## src/rtl/pwc_pkg.sv

```systemverilog
package pwc_pkg;

  typedef enum logic [1:0] {
    RES_IDLE  = 2'd0,
    RES_DUMP  = 2'd1,
    RES_DRAIN = 2'd2
  } res_mode_e;

endpackage

```

## src/rtl/pwc_rst_sync.sv

```systemverilog
module pwc_rst_sync #(
  parameter int STAGES = 2
) (
  input  logic clk_i,
  input  logic arst_ni,
  output logic rst_no
);

  logic [STAGES-1:0] sync_q;
  logic [STAGES-1:0] sync_d;

  generate
    if (STAGES == 1) begin : g_single
      assign sync_d = 1'b1;
    end else begin : g_chain
      assign sync_d = {sync_q[STAGES-2:0], 1'b1};
    end
  endgenerate

  always_ff @(posedge clk_i or negedge arst_ni) begin
    if (!arst_ni) begin
      sync_q <= '0;
    end else begin
      sync_q <= sync_d;
    end
  end

  assign rst_no = sync_q[STAGES-1];

endmodule

```

## src/rtl/pwc_win_ok.sv

```systemverilog
module pwc_win_ok #(
  parameter int VW = 12
) (
  input  logic [VW-1:0] lo_i,
  input  logic [VW-1:0] hi_i,
  output logic          ok_o
);

  assign ok_o = (lo_i < hi_i);

endmodule

```

## src/rtl/pwc_res_loop.sv

```systemverilog
module pwc_res_loop
  import pwc_pkg::*;
#(
  parameter int VW = 12
) (
  input  logic          clk_i,
  input  logic          arst_ni,
  input  logic          rst_ni,
  input  logic          smp_vld_i,
  input  logic [VW-1:0] lvl_i,
  input  logic [VW-1:0] lo_i,
  input  logic [VW-1:0] hi_i,
  input  logic          win_ok_i,
  input  logic          drained_i,
  output logic          bypass_o,
  output logic          steer_left_o
);

  res_mode_e mode_q, mode_d;
  logic      bypass_q, bypass_d;
  logic      left_q, left_d;
  logic      upd_en;
  logic      rst_n;

  assign rst_n = arst_ni & rst_ni;

  // next-state logic
  always_comb begin
    mode_d = mode_q;
    if (!win_ok_i) begin
      mode_d = RES_IDLE;
    end else begin
      unique case (mode_q)
        RES_IDLE:  if (smp_vld_i && (lvl_i >= hi_i)) mode_d = RES_DUMP;
        RES_DUMP:  if (smp_vld_i && (lvl_i <= lo_i)) mode_d = RES_DRAIN;
        RES_DRAIN: if (drained_i)                    mode_d = RES_IDLE;
        default:                                     mode_d = RES_IDLE;
      endcase
    end
    bypass_d = (mode_d == RES_DUMP);
    left_d   = (mode_d != RES_IDLE);
    upd_en   = (mode_d != mode_q);
  end

  // registers
  always_ff @(posedge clk_i or negedge rst_n) begin
    if (!rst_n) begin
      mode_q   <= RES_IDLE;
      bypass_q <= 1'b0;
      left_q   <= 1'b0;
    end else if (upd_en) begin
      mode_q   <= mode_d;
      bypass_q <= bypass_d;
      left_q   <= left_d;
    end
  end

  assign bypass_o     = bypass_q;
  assign steer_left_o = left_q;

  assert_bypass_needs_left_R5: assert property (@(posedge clk_i) disable iff (!rst_n)
    bypass_o |-> steer_left_o);

  assert_dump_entry_R2: assert property (@(posedge clk_i) disable iff (!rst_n)
    (!bypass_o && !steer_left_o && win_ok_i && smp_vld_i && (lvl_i >= hi_i))
      |=> (bypass_o && steer_left_o));

  assert_dump_exit_R3: assert property (@(posedge clk_i) disable iff (!rst_n)
    (bypass_o && win_ok_i && smp_vld_i && (lvl_i <= lo_i))
      |=> (!bypass_o && steer_left_o));

  assert_left_waits_empty_R4: assert property (@(posedge clk_i) disable iff (!rst_n)
    (steer_left_o && !bypass_o && win_ok_i && !drained_i) |=> steer_left_o);

  assert_hold_no_strobe_R9: assert property (@(posedge clk_i) disable iff (!rst_n)
    (!smp_vld_i && win_ok_i && !drained_i) |=> $stable({bypass_o, steer_left_o}));

  assert_safe_reservoir_R10: assert property (@(posedge clk_i) disable iff (!rst_n)
    !win_ok_i |=> (!bypass_o && !steer_left_o));

endmodule

```

## src/rtl/pwc_load_loop.sv

```systemverilog
module pwc_load_loop #(
  parameter int VW = 12
) (
  input  logic          clk_i,
  input  logic          arst_ni,
  input  logic          rst_ni,
  input  logic          smp_vld_i,
  input  logic [VW-1:0] lvl_i,
  input  logic [VW-1:0] lo_i,
  input  logic [VW-1:0] hi_i,
  input  logic          win_ok_i,
  output logic          load_on_o
);

  logic on_q, on_d;
  logic upd_en;
  logic rst_n;

  assign rst_n = arst_ni & rst_ni;

  always_comb begin
    on_d = on_q;
    if (!win_ok_i) begin
      on_d = 1'b0;
    end else if (smp_vld_i) begin
      if (!on_q && (lvl_i >= hi_i)) on_d = 1'b1;
      if (on_q && (lvl_i <= lo_i))  on_d = 1'b0;
    end
    upd_en = (on_d != on_q);
  end

  always_ff @(posedge clk_i or negedge rst_n) begin
    if (!rst_n) begin
      on_q <= 1'b0;
    end else if (upd_en) begin
      on_q <= on_d;
    end
  end

  assign load_on_o = on_q;

  assert_connect_R6: assert property (@(posedge clk_i) disable iff (!rst_n)
    (!load_on_o && win_ok_i && smp_vld_i && (lvl_i >= hi_i)) |=> load_on_o);

  assert_disconnect_R7: assert property (@(posedge clk_i) disable iff (!rst_n)
    (load_on_o && smp_vld_i && (lvl_i <= lo_i)) |=> !load_on_o);

  assert_load_hold_R9: assert property (@(posedge clk_i) disable iff (!rst_n)
    (!smp_vld_i && win_ok_i) |=> $stable(load_on_o));

  assert_safe_load_R10: assert property (@(posedge clk_i) disable iff (!rst_n)
    !win_ok_i |=> !load_on_o);

endmodule

```

## src/rtl/pwr_window_ctrl.sv

```systemverilog
module pwr_window_ctrl #(
  parameter int VW          = 12,
  parameter int SYNC_STAGES = 2
) (
  input  logic          clk,
  input  logic          rst_n,
  input  logic          smp_valid,
  input  logic [VW-1:0] res_lvl,
  input  logic [VW-1:0] cap_lvl,
  input  logic          ind_empty,
  input  logic [VW-1:0] res_lo,
  input  logic [VW-1:0] res_hi,
  input  logic [VW-1:0] cap_lo,
  input  logic [VW-1:0] cap_hi,
  output logic          load_on,
  output logic          bypass_on,
  output logic          steer_left
);

  logic rst_sync_n;
  logic res_win_ok;
  logic cap_win_ok;

  pwc_rst_sync #(.STAGES(SYNC_STAGES)) u_rst_sync (
    .clk_i   (clk),
    .arst_ni (rst_n),
    .rst_no  (rst_sync_n)
  );

  pwc_win_ok #(.VW(VW)) u_res_win (
    .lo_i (res_lo),
    .hi_i (res_hi),
    .ok_o (res_win_ok)
  );

  pwc_win_ok #(.VW(VW)) u_cap_win (
    .lo_i (cap_lo),
    .hi_i (cap_hi),
    .ok_o (cap_win_ok)
  );

  pwc_res_loop #(.VW(VW)) u_res_loop (
    .clk_i        (clk),
    .arst_ni      (rst_n),
    .rst_ni       (rst_sync_n),
    .smp_vld_i    (smp_valid),
    .lvl_i        (res_lvl),
    .lo_i         (res_lo),
    .hi_i         (res_hi),
    .win_ok_i     (res_win_ok),
    .drained_i    (ind_empty),
    .bypass_o     (bypass_on),
    .steer_left_o (steer_left)
  );

  pwc_load_loop #(.VW(VW)) u_load_loop (
    .clk_i     (clk),
    .arst_ni   (rst_n),
    .rst_ni    (rst_sync_n),
    .smp_vld_i (smp_valid),
    .lvl_i     (cap_lvl),
    .lo_i      (cap_lo),
    .hi_i      (cap_hi),
    .win_ok_i  (cap_win_ok),
    .load_on_o (load_on)
  );

endmodule

```

## config.mk

```make
export PLATFORM = sky130hd
export DESIGN_NAME = pwr_window_ctrl
export DESIGN_NICKNAME = d
export VERILOG_FILES = /design/src/rtl/pwc_pkg.sv /design/src/rtl/pwc_rst_sync.sv /design/src/rtl/pwc_win_ok.sv /design/src/rtl/pwc_res_loop.sv /design/src/rtl/pwc_load_loop.sv /design/src/rtl/pwr_window_ctrl.sv
export SDC_FILE = /design/constraint.sdc
export NUM_CORES = 1
export LEC_CHECK = 0
export ABC_AREA = 1
export BUFFER_PORTS_ARGS = -buffer_cell sky130_fd_sc_hd__buf_4
export CAP_MARGIN = 20
export CORE_ASPECT_RATIO = 0.9
export CORE_MARGIN = 2
export CORE_UTILIZATION = 51
export DETAILED_ROUTE_END_ITERATION = 8
export HOLD_SLACK_MARGIN = 0.12
export MAX_ROUTING_LAYER = met4
export PLACE_DENSITY = 0.92
export SLEW_MARGIN = 20
export SYNTH_ARGS = -nofsm -noshare
export SYNTH_HDL_FRONTEND = slang
export SYNTH_SLANG_ARGS = --single-unit
```

## constraint.sdc

```tcl
create_clock -name clk -period 0.8 [get_ports clk]
set_input_delay 0.24 -clock clk [delete_from_list [all_inputs] [get_ports clk]]
set_output_delay 0.24 -clock clk [all_outputs]
set_load 0.02 [all_outputs]
```

==> results.md, run 1 <==
- Status: did not finish
- Fail Step: 5_1_grt
- Stop Error: [ERROR GRT-0232] Routing congestion too high. Check the congestion heatmap in the GUI.
- Syn_nets: approximately 460
- Sink Count: 7
- Sequential area share after synthesis: 0.08235
- #FFs+latches synth: 7
- Detailed Place HPWL: ~5000 um
- Area post-placement: between 3000 and 4000 sq um
- CTS H-tree lvls: 1
- Post-synth cell types: 26
- Largest net degree at the start of global routing: 6
- Gpl congestion: 0.8487
- Cts bufs inserted: 3
- Root Driver: clkbuf_8
- Post-GRT worst EP: u_res_loop.steer_left_o$_DFFE_PN0P_/D
- Worst endpoint type: register input
- DIE WIDTH: 72.08 um
- Gr ovfl total: 98
- Std-Cell Rows: 22
- Starting Density: 0.5257
- IO Port Bufs: just under 80
- Tot GR Track Use: 0.7250
- Mapped Cells: between 300 and 400
- # IOs: just under 80
- Syn Std Cell Area: between 2000 and 2500 sq um
- Die Y: around 65 um
- CTS max path bufs: 2
- Ys Warns: 0
- Syn Area/Cell: between 6 and 7 sq um
## synthesized netlist by cell type
| library cell | count | area [sq um] |
|---|---|---|
| dfrtp_1 | 7 | 175.2 |
| nand2_1 | 65 | 244.0 |
| o31ai_1 | 3 | 22.52 |
| o21a_1 | 1 | 7.510 |
| nor3_1 | 2 | 10.01 |
| o2111ai_1 | 1 | 8.760 |
| inv_1 | 73 | 274.0 |
| nor2_2 | 1 | 6.260 |
| nand3_1 | 14 | 70.07 |
| nand2_2 | 6 | 37.54 |
| o21ai_0 | 7 | 35.03 |
| ha_1 | 70 | 875.8 |
| a21oi_1 | 30 | 150.1 |
| a21o_1 | 2 | 15.01 |
| nor2_4 | 2 | 22.52 |
| a211oi_1 | 1 | 7.510 |
| nor3b_1 | 1 | 7.510 |
| nand4_1 | 5 | 31.28 |
| nand4_4 | 1 | 21.27 |
| and2_1 | 1 | 6.260 |
| o211ai_1 | 1 | 7.510 |
| conb_1 | 1 | 3.750 |
| inv_2 | 5 | 18.77 |
| nand2_4 | 1 | 11.26 |
| nor2_1 | 14 | 52.55 |
| o21ai_1 | 1 | 5.000 |
## per-stage QoR
stage	setup TNS (ns)	hold WS (ns)	setup slack, ns	cells
global placement	-4.165	0.02930	-0.9507	458
detailed placement	-4.393	0.02982	-1.027	458
CTS	-3.484	0.1629	-0.7277	467
floorplan	-2.925	-0.05559	-0.7043	316
## logic make-up after synthesis
logic type,share of synthesized area
other cells,0.001763
fa+ha+maj,0.4118
compound gates,0.1218
simple gates,0.2447
flops,0.08235
buf+inv,0.1376
## repair_timing
action	4_1_cts
hold buffers	1
buffers inserted	4
setup endpoints to repair	8
endpoints found under the hold margin	7
resized for setup	88
pin swaps	53
## per-layer routing
metal,GRT overflow,GRT usage
met1,4,0.6806
met2,61,0.9885
met3,0,0.3558
met4,33,0.8632
met5,-,-
==> inputs of run 2 (changes only) <==
- CORE_ASPECT_RATIO: 0.9 -> not set
- CORE_UTILIZATION: 51 -> 40
- HOLD_SLACK_MARGIN: 0.12 -> not set
- MAX_ROUTING_LAYER: met4 -> not set
- PLACE_DENSITY: 0.92 -> not set
- PLACE_DENSITY_LB_ADDON: not set -> 0.15
==> run 2 against run 1 <==
Compared with the run above:
- the flow now finishes, with violations (negative setup slack)
- synthesized area stayed put
- synthesized cell count unchanged
==> results.md, run 2 <==
- Status: complete, but fails checks (was did not finish)
- Failing checks: negative setup slack
- Layout cells sized above 1: 0.5083
- Tot GR Track Use: 0.1884
- Syn Std Cell Area: 2127 sq um (unchanged)
- Final Skew: 0.002073 ns
- Worst path arrival time: 1.63 ns
- CTS tree: built
- Sink Count: 7 (unchanged)
- Pins over their slew limit: 0
- Switching power: 1.305 mW
- Crit Path Class: in2reg
- Design Area, Final: approximately 3800 sq um
- Post-synth cell types: 26 (unchanged)
- Leak pwr: about 2.0 nW
- Syn_nets: 462 (unchanged)
- #FFs+latches synth: 7 (unchanged)
- VDD IR max: 0.001219 V
- Detailed Place HPWL: 4702 um (was 4982 um)
- Largest net degree at the start of global routing: 6
- Mapped Cells: 316 (unchanged)
- Internal power: slightly below 2 mW
- Routed Antenna Nets: 0
- Total of max-cap violations: 0
- Clk Latency, worst-skew pair: around 0.22 ns
- Pwr/cell area: between 800 and 900 nW/um^2
- Die Y: 76.92 um (was 65.27 um)
- Fmax achieved: roughly 660 MHz
- Top-count cell post-synth: inv_1 (unchanged)
- Starting Density: 0.4165 (was 0.5257)
- # IOs: 79 (unchanged)
- Post-synth EDFFs: 0 (unchanged)
- Crit path max fanout: 3
- CTS max path bufs: 2 (unchanged)
- Non-filler instance count after layout: around 490
- Top cell type's share of synthesized area: 0.4118 (unchanged)
- Final hold vios: 0
- Sequential area share after synthesis: 0.08235 (unchanged)
- Gpl congestion: 0.8161 (was 0.8487)
- Syn Area/Cell: 6.731 sq um (unchanged)
- Top post-synthesis cells by count: 73 x inv_1, 70 x ha_1, 65 x nand2_1 (unchanged)
- Global-route wire length before repair: roughly 9600 um
- Final setup violation count: 8
- Setup crit start kind: input pin
- Min cycle time layout: about 1.5 ns
- Clk pwr share: 0.150
- Antenna diode count: 0
- Initial drt markers: 20
- IO Port Bufs: 78 (unchanged)
- Async SR Flop Fraction: 1.000 (unchanged)
- Combinational share of power: 0.705
- Hold Path Class: reg2async
- Vias in the first global route: between 2,000 and 2,500
- Synth-to-layout area growth: 76.35%
- CTS H-tree lvls: 1 (unchanged)
- Gr ovfl total: 0
- CP endpoint kind: flop
- Most common cell after layout, fill and taps aside: buf_4
- Die area: around 6000 sq um
- Required time of the critical path: between 0.9 and 1 ns
- Regs by FF count: u_res_loop.mode_q: 2 flops, u_rst_sync.sync_q: 2 flops
- Final period util: 1.897
- DRC Markers: 0
- Ys Warns: 0 (unchanged)
- Primary FF master, synth: dfrtp_1 (unchanged)
- DRT Pass-1 Iters: 4
- Std-Cell Rows: 26 (was 22)
- Via Count: around 2,300
- Worst setup margin: -0.7173 ns
- Wire per inst: 11.95 um
- Top cells by area, synth: ha_1 41%, inv_1 13%, nand2_1 11% (unchanged)
- Antenna violations before repair: 0
- Root Driver: clkbuf_8 (unchanged)
- Final wirelength: about 6000 um
- Commonest cells after routing, fill and taps aside: 81 x buf_4, 53 x nand2_1, 46 x inv_1
- Switch share: 0.3975
- Core area: roughly 5000 sq um
- Clk slew on worst S/H paths: approximately 0.040 ns
- Reg power frac: 0.145
- Cell count after placement: 481 (was 458)
- Area post-placement: 3294 sq um (was 3259 sq um)
- Cts bufs inserted: 3 (unchanged)
- Via density: between 4 and 5
- DIE WIDTH: 76.92 um (was 72.08 um)
- Final net count: 568
- RSZ-0062 raised after global routing: yes
- Synth area leader: ha_1 (unchanged)
[run 2: cell counts after synthesis]
Identical to the previous run, type by type.
[run 2: worst paths after layout]
path	startpoint	endpoint	slack, ns	depth (start not counted)
setup reg to reg	u_res_loop.mode_q[1]	u_res_loop.steer_left_o	-0.50	8
setup / recovery	res_lvl[6]	u_res_loop.steer_left_o	-0.72	15
hold / removal	u_rst_sync.sync_q[1]	u_res_loop.bypass_o	0.16	2
max in group asynchronous	rst_n	u_res_loop.mode_q[0]	0.12	4
min in group clk	ind_empty	u_res_loop.mode_q[1]	0.31	4
hold reg to reg	u_rst_sync.sync_q[1]	u_res_loop.bypass_o	0.16	2
[run 2: through the flow]
stage               hold WS, ns  worst slack, ns  TNS [ns]  utilization  power [mW]
floorplan              -0.05559          -0.7043    -2.925            -       1.552
global placement        0.02874          -0.9766    -4.253       0.6450       2.319
detailed placement      0.03015          -0.9845    -4.313       0.6450       2.377
CTS                      0.1591          -0.6852    -3.341       0.7080       3.145
global route             0.2044          -0.8234    -3.942       0.7344       3.581
finish                   0.1560          -0.7173    -3.449       0.7344       3.283
[run 2: final cells by class]
type,instances,area (sq um)
Sequential cell,7,175.2
Inverter,78,365.4
Tap cell,70,87.58
Fill cell,390,1356
Multi-Input combinational cell,231,2225
Timing Repair Buffer,101,853.3
Clock buffer,4,45.04
[run 2: power by group through the flow]
stage / Clock (mW) / Combinational [mW] / Sequential, mW
6_report: 0.493 / 2.32 / 0.474
4_1_cts: 0.494 / 2.18 / 0.475
2_1_floorplan: 0 / 1.00 / 0.547
5_1_grt: 0.513 / 2.58 / 0.486
3_5_place_dp: 0 / 1.90 / 0.476
3_3_place_gp: 0 / 1.84 / 0.474
[run 2: routing by layer]
| layer | track usage | routed length, um | vias up |
|---|---|---|---|
| li1 | - | - | 1233 |
| met1 | 0.2300 | 2487 | 1060 |
| met2 | 0.3675 | 3140 | 48 |
| met3 | 0.01294 | 191 | 4 |
| met4 | 0.02000 | 47 | 0 |
| met5 | 0 | 0 | - |
[run 2: what timing repair did]
item	4_1_cts	5_1_grt
endpoints found under the setup margin	8	8
buffers inserted	5	0
endpoints found under the hold margin	7	0
gates resized for setup	48	37
hold buffers	1	0
pin swaps	34	27
cloned	0	0
[run 2: cell families (layout without fill, tap and decap cells)]
family / count (synthesis) / after routing / share of synthesized area
and+or+nand+nor: 113 / 113 / 0.2447
AOI/OAI and AO/OA: 47 / 47 / 0.1218
buffers and inverters: 78 / 183 / 0.1376
other: 1 / 1 / 0.001763
DFF: 7 / 7 / 0.08235
adders and majority gates: 70 / 70 / 0.4118
[run 2: critical path, cell delays in order]
cell     delay [ns]
buf_4          0.13
ha_4           0.27
nand4_4        0.11
nor2_4         0.12
nand2_1        0.07
nand3_2        0.08
nand2_2        0.05
nand2_2        0.08
nand2_2        0.07
nand2_4        0.08
nand3_2        0.09
nand2_4        0.10
nand2_2        0.05
nand2_1        0.05
nand2_1        0.04
No activity file was read; power rests on OpenSTA's default activity.
